File: src/rtl/lw_sram_pkg.sv
package lw_sram_pkg;
  typedef enum logic [1:0] {
    OP_IDLE = 2'd0,
    OP_RD   = 2'd1,
    OP_WR   = 2'd2
  } op_e;
endpackage

File: src/rtl/lw_sram_ctrl.sv
module lw_sram_ctrl
  import lw_sram_pkg::*;
#(
  parameter int NUM_BYTES = 2
) (
  input  logic                 clk_i,
  input  logic                 rst_ni,
  input  logic                 en_i,
  input  logic                 load_i,
  input  logic                 selected_i,
  input  logic                 rd_i,
  input  logic [NUM_BYTES-1:0] be_ni,
  output op_e                  op_o,
  output logic [NUM_BYTES-1:0] be_no
);
  op_e                  op_q;
  logic [NUM_BYTES-1:0] be_q;

  always_ff @(posedge clk_i or negedge rst_ni) begin
    if (!rst_ni) begin
      op_q <= OP_IDLE;
      be_q <= '1;
    end else if (en_i) begin
      be_q <= be_ni;
      if (load_i) begin
        if (!selected_i)  op_q <= OP_IDLE;
        else if (rd_i)    op_q <= OP_RD;
        else              op_q <= OP_WR;
      end
    end
  end

  assign op_o  = op_q;
  assign be_no = be_q;

  a_r6_keep_type: assert property (@(posedge clk_i) disable iff (!rst_ni)
    (en_i && !load_i) |=> (op_q == $past(op_q)));
  a_r11_stall_hold: assert property (@(posedge clk_i) disable iff (!rst_ni)
    !en_i |=> ($stable(op_q) && $stable(be_q)));
  a_r5_desel_load: assert property (@(posedge clk_i) disable iff (!rst_ni)
    (en_i && load_i && !selected_i) |=> (op_q == OP_IDLE));
endmodule

File: src/rtl/lw_sram_burst.sv
module lw_sram_burst #(
  parameter int ADDR_W = 8
) (
  input  logic              clk_i,
  input  logic              rst_ni,
  input  logic              en_i,
  input  logic              load_i,
  input  logic [ADDR_W-1:0] start_i,
  input  logic              order_il_i,
  output logic [ADDR_W-1:0] addr_o
);
  localparam int CNT_W = 2;

  logic [ADDR_W-1:0] base_q;
  logic [CNT_W-1:0]  cnt_q;
  logic [CNT_W-1:0]  ofs;

  always_ff @(posedge clk_i or negedge rst_ni) begin
    if (!rst_ni) begin
      base_q <= '0;
      cnt_q  <= '0;
    end else if (en_i) begin
      if (load_i) begin
        base_q <= start_i;
        cnt_q  <= '0;
      end else begin
        cnt_q  <= cnt_q + 1'b1;
      end
    end
  end

  // interleaved: XOR of start and count; linear: sum modulo burst length
  assign ofs    = order_il_i ? (base_q[CNT_W-1:0] ^ cnt_q) : (base_q[CNT_W-1:0] + cnt_q);
  assign addr_o = {base_q[ADDR_W-1:CNT_W], ofs};

  a_r6_cnt_step: assert property (@(posedge clk_i) disable iff (!rst_ni)
    (en_i && !load_i) |=> (cnt_q == $past(cnt_q) + 2'd1));
  a_r8_wrap: assert property (@(posedge clk_i) disable iff (!rst_ni)
    (en_i && !load_i && cnt_q == 2'd3) |=> (addr_o == base_q));
  a_r8_upper_fixed: assert property (@(posedge clk_i) disable iff (!rst_ni)
    (en_i && !load_i) |=> (addr_o[ADDR_W-1:CNT_W] == $past(addr_o[ADDR_W-1:CNT_W])));
  a_r11_addr_hold: assert property (@(posedge clk_i) disable iff (!rst_ni)
    !en_i |=> ($stable(base_q) && $stable(cnt_q)));
endmodule

File: src/rtl/lw_sram_array.sv
module lw_sram_array #(
  parameter int ADDR_W    = 8,
  parameter int BYTE_W    = 9,
  parameter int NUM_BYTES = 2
) (
  input  logic                        clk_i,
  input  logic [NUM_BYTES-1:0]        we_i,
  input  logic [ADDR_W-1:0]           addr_i,
  input  logic [BYTE_W*NUM_BYTES-1:0] wdata_i,
  output logic [BYTE_W*NUM_BYTES-1:0] rdata_o
);
  localparam int DEPTH = 1 << ADDR_W;

  for (genvar b = 0; b < NUM_BYTES; b++) begin : g_lane
    logic [BYTE_W-1:0] bank [DEPTH];

    always_ff @(posedge clk_i) begin
      if (we_i[b]) bank[addr_i] <= wdata_i[b*BYTE_W +: BYTE_W];
    end

    assign rdata_o[b*BYTE_W +: BYTE_W] = bank[addr_i];
  end
endmodule

File: src/rtl/lw_sram.sv
module lw_sram
  import lw_sram_pkg::*;
#(
  parameter int ADDR_W    = 8,
  parameter int BYTE_W    = 9,
  parameter int NUM_BYTES = 2
) (
  input  logic                        clk_i,
  input  logic                        rst_ni,
  input  logic                        clk_en_ni,
  input  logic                        sel_a_ni,
  input  logic                        sel_b_i,
  input  logic                        sel_c_ni,
  input  logic                        adv_i,
  input  logic                        rd_nwr_i,
  input  logic [NUM_BYTES-1:0]        byte_wr_ni,
  input  logic                        order_il_i,
  input  logic                        out_en_ni,
  input  logic [ADDR_W-1:0]           addr_i,
  input  logic [BYTE_W*NUM_BYTES-1:0] dq_i,
  output logic [BYTE_W*NUM_BYTES-1:0] dq_o,
  output logic                        dq_oe_o
);
  logic                 en;
  logic                 load;
  logic                 selected;
  op_e                  op;
  logic [NUM_BYTES-1:0] be_n;
  logic [NUM_BYTES-1:0] we;
  logic [ADDR_W-1:0]    acc_addr;

  assign en       = !clk_en_ni;
  assign load     = !adv_i;
  assign selected = !sel_a_ni && sel_b_i && !sel_c_ni;

  lw_sram_ctrl #(.NUM_BYTES(NUM_BYTES)) u_ctrl (
    .clk_i      (clk_i),
    .rst_ni     (rst_ni),
    .en_i       (en),
    .load_i     (load),
    .selected_i (selected),
    .rd_i       (rd_nwr_i),
    .be_ni      (byte_wr_ni),
    .op_o       (op),
    .be_no      (be_n)
  );

  lw_sram_burst #(.ADDR_W(ADDR_W)) u_burst (
    .clk_i      (clk_i),
    .rst_ni     (rst_ni),
    .en_i       (en),
    .load_i     (load),
    .start_i    (addr_i),
    .order_il_i (order_il_i),
    .addr_o     (acc_addr)
  );

  // late write: data for the registered write command lands on the next enabled edge
  assign we = (en && op == OP_WR) ? ~be_n : '0;

  lw_sram_array #(
    .ADDR_W    (ADDR_W),
    .BYTE_W    (BYTE_W),
    .NUM_BYTES (NUM_BYTES)
  ) u_array (
    .clk_i   (clk_i),
    .we_i    (we),
    .addr_i  (acc_addr),
    .wdata_i (dq_i),
    .rdata_o (dq_o)
  );

  assign dq_oe_o = (op == OP_RD) && !out_en_ni;

  a_r12_wr_no_drive: assert property (@(posedge clk_i) disable iff (!rst_ni)
    (op == OP_WR) |-> !dq_oe_o);
  a_r10_oe_off: assert property (@(posedge clk_i) disable iff (!rst_ni)
    out_en_ni |-> !dq_oe_o);
  a_r9_abort_no_we: assert property (@(posedge clk_i) disable iff (!rst_ni)
    (op == OP_WR && &be_n) |-> (we == '0));
endmodule

File: config.mk
export PLATFORM = sky130hd
export DESIGN_NAME = lw_sram
export DESIGN_NICKNAME = d
export VERILOG_FILES = /design/src/rtl/lw_sram_pkg.sv /design/src/rtl/lw_sram_ctrl.sv /design/src/rtl/lw_sram_burst.sv /design/src/rtl/lw_sram_array.sv /design/src/rtl/lw_sram.sv
export SDC_FILE = /design/constraint.sdc
export NUM_CORES = 2
export LEC_CHECK = 0
export BUFFER_PORTS_ARGS = -buffer_cell sky130_fd_sc_hd__buf_2
export CAP_MARGIN = 20
export CORE_MARGIN = 3
export CORE_UTILIZATION = 30
export CTS_BUF_LIST = sky130_fd_sc_hd__clkbuf_16
export DETAILED_ROUTE_END_ITERATION = 16
export HOLD_SLACK_MARGIN = 0.02
export MAX_ROUTING_LAYER = met4
export PLACE_DENSITY = 0.44
export REMOVE_ABC_BUFFERS = 1
export SYNTH_ARGS = -nofsm -noshare
export SYNTH_HDL_FRONTEND = slang
export SYNTH_HIERARCHICAL = 1
export SYNTH_MEMORY_MAX_BITS = 65536
export SYNTH_SLANG_ARGS = --single-unit
File: constraint.sdc
create_clock -name clk_i -period 3 [get_ports clk_i]
set_input_delay 0.45 -clock clk_i [delete_from_list [all_inputs] [get_ports clk_i]]
set_output_delay 0.45 -clock clk_i [all_outputs]
set_load 0.1 [all_outputs]
==> results.toml <==
[cells_and_area]
fin_nets = 9742
post-route-util_pct = 37.9
fillers = 52700
area_growth_pct = 25.5
drive_above_1_share_pct = 40.2
fin_area_um2 = 221000

[placed_design]
post_dp_cell_area_um2 = 200000
dp_hpwl_mm = 335
io_buffers = 56
gp_congestion = 0.818

[timing]
hold_violations = 0
whs_ns = 0.336
rsz0062_at_grt = "yes"
post-route-period-util_pct = 179
finClkSkew_ns = 0.0462
worst_slack_ns = -2.38
setup_tns_ns = -1018.24
drv_slew = 0
min_period_ns = 5.38
tightest_slew_ns = 1.13
finalSetupViolations = 3936
maxSlewHeadroom_pct = 24.8
fmax_ghz = 0.186

[global_routing]
grt_pass1_wl_mm = 736
grt_antenna_before_repair = 31
grt_pass1_vias = 92900
globalRouteTotalUtil_pct = 17.8
grt_overflow = 0
grt_max_degree = 113

[status]
violations = "setup timing"
status = "finished, violations left"

[floorplanning]
coreArea_um2 = 583000
num_io_pins = 57
die_w_um = 772
rows = 280
die_h_um = 772
start_util_pct = 30.2
die_area_um2 = 596000

[synth]
yosysWarningCount = 6
syn_inst = 7863
synth_seq_cells = 4622
async_reset_ff_share_pct = 0.303
ys_types = 37
synth_edf_count = 4608
netlist_area_um2 = 176000
synth_flop_cell = "edfxtp_1"
synth.avg_cell_area_um2 = 22.4
ys_seq_area_share_pct = 78.8

[detailed_routing]
viasPerCell = 5.00
ant_nets = 0
avgRoutedWirePerCell_um = 29.4
dr.pass1.iters = 5
drc_errors = 0
routed_wl_mm = 525
num_vias = 89400
first_iter_violations = 8506

[flow_run]
max_cap_violations = 0

[power_and_ir_drop]
power.total_w = 0.164
power.density_nw_per_um2 = 742
peakVddDrop_mv = 0.493
p_leak_nw = 70.7

[setup_path]
critical_path_class = "reg -> out"
arrival_ns = 4.93
rrSetupSlack_ns = -0.53
r2r_end = "u_array/g_lane[0].bank[84][8]"
setup.worst_path.end = "dq_o[8]"
required_ns = 2.55
startpoint_type = "flop"
path_max_fanout = 8
rr_startpoint = "u_burst/cnt_q[0]"
startpoint = "u_burst/cnt_q[0]"
end_kind = "primary output"
rr_worst_depth = 19

[clocking]
clk_latency_ns = 1.04
cts_buffers = 477
cts_root_buf = "clkbuf_16"
tritoncts = "done"
clock_path_buffers = 4
clock_sinks = 4622
htreeDepth = 5
path_clk_slew_ns = 0.06

[worst_hold_path]
hold_class = "in -> reg"
==> state kept, by name, indices dropped and copies added (netlist names) <==
name / count
u_ctrl/op_o: 2
u_burst/cnt_q: 2
u_burst/base_q: 8
u_ctrl/be_no: 2
u_array/g_lane.bank: 4608
==> metrics by stage <==
step	worst slack, ns	cells
after floorplan	-83.84	7341
after global placement	-2.39	16800
after detailed placement	-2.06	16800
after CTS	-2.51	17800
after global routing	-2.52	17900
final	-2.38	17900
==> how the worst min path moves through the flow <==
| stage | start | cells after the start | to | slack (ns) |
|---|---|---|---|---|
| 2_1_floorplan | rst_ni | 0 | u_burst/base_q[0] | 0.15 |
| 3_3_place_gp | rst_ni | 1 | u_ctrl/op_o[0] | 0.56 |
| 3_5_place_dp | rst_ni | 1 | u_ctrl/op_o[1] | 0.56 |
| 4_1_cts | addr_i[5] | 3 | u_burst/base_q[5] | 0.23 |
| 5_1_grt | addr_i[2] | 3 | u_burst/base_q[2] | 0.30 |
| 6_report | addr_i[5] | 3 | u_burst/base_q[5] | 0.34 |
==> synthesized netlist by cell type (3+ instances only) <==
cell type	count	share of area, %
a21oi_1	288	0.82
a22oi_1	576	2.5
and2_1	3	0.011
buf_1	46	0.098
buf_2	104	0.30
buf_4	21	0.090
buf_6	10	0.064
clkbuf_1	341	0.73
dfrtp_1	12	0.17
edfxtp_1	4608	79
mux2_2	10	0.064
mux4_2	1152	15
nand2_1	29	0.062
nand2b_1	3	0.011
nand3_1	20	0.057
nand4_1	18	0.064
nor2_1	515	1.1
nor2b_1	10	0.036
nor3b_1	3	0.013
o41ai_1	72	0.36
==> logic make-up after synthesis <==
group / after synthesis / synth area share, %
AOI/OAI and AO/OA: 939 / 3.65
adders and majority gates: 1 / 0.00711
muxes: 1164 / 14.8
xor gates and xnor gates: 2 / 0.00996
and+or+nand+nor: 611 / 1.40
buffers and inverters: 524 / 1.28
DFF: 4622 / 78.8
==> what timing repair did <==
action                                  CTS  global route
setup endpoints to repair              4615          4027
gates resized for setup                 387           237
pin swaps                                79            76
endpoints found under the hold margin  1064             0
gates cloned                             19             8
buffers inserted                         53            65
hold buffers                             43             0
==> cell usage in the layout, fill, tap and decap left out, types with 12 or more instances in the layout <==
master and count:
nand4_1 18, mux4_2 1152, a22oi_2 134, buf_8 40, o41ai_4 28, nor2_1 467
inv_6 13, clkbuf_16 489, buf_16 42, buf_2 20, a21oi_2 80, a22oi_1 442
buf_4 1376, clkinv_1 106, buf_6 73, edfxtp_1 4608, a21oi_1 198, clkinv_2 95
nand3_1 16, buf_12 275, dlygate4sd3_1 42, o41ai_2 31, o41ai_1 13, nand2_1 16
nor2_4 46, dfrtp_1 12, inv_1 86, clkinvlp_4 21, bufinv_16 57
==> power by group <==
group | switching [W] | total [W] | internal [W]
registers | 0.0000360 | 0.0711 | 0.0710
logic | 0.0180 | 0.0337 | 0.0157
clock network | 0.0253 | 0.0592 | 0.0340
==> layout make-up <==
| type | instances | area [um^2] | share of cell area [%] |
|---|---|---|---|
| Antenna cell | 5 | 12.5 | 0.00567 |
| Clock buffer | 481 | 12000 | 5.45 |
| Clock inverter | 401 | 3540 | 1.60 |
| Inverter | 2 | 7.51 | 0.00340 |
| Multi-Input combinational cell | 2717 | 37500 | 17.0 |
| Sequential cell | 4622 | 139000 | 62.8 |
| Tap cell | 7755 | 9700 | 4.39 |
| Timing Repair Buffer | 1883 | 19400 | 8.77 |
==> worst max-delay path, stage by stage, from the launching register on <==
cell and delay [ns]:
dfrtp_1 0.41, ha_4 0.17, nor2b_4 0.12, xnor2_2 0.16, buf_6 0.16, buf_16 0.19
buf_8 0.15, buf_12 0.16, buf_4 0.20, mux4_2 0.33, a22oi_2 0.30, a21oi_4 0.12
o41ai_4 0.64, buf_4 0.21, nand4_1 0.14, buf_6 0.19, buf_12 0.16
==> routing by layer <==
layer	vias to the layer above	share of wire, %	track usage [%]
li1	37400	-	-
met1	48700	43	24.2
met2	2680	49	28.9
met3	660	5.6	2.34
met4	0	2.3	3.61
met5	-	0	-
Power figures use the tool's default switching activity.
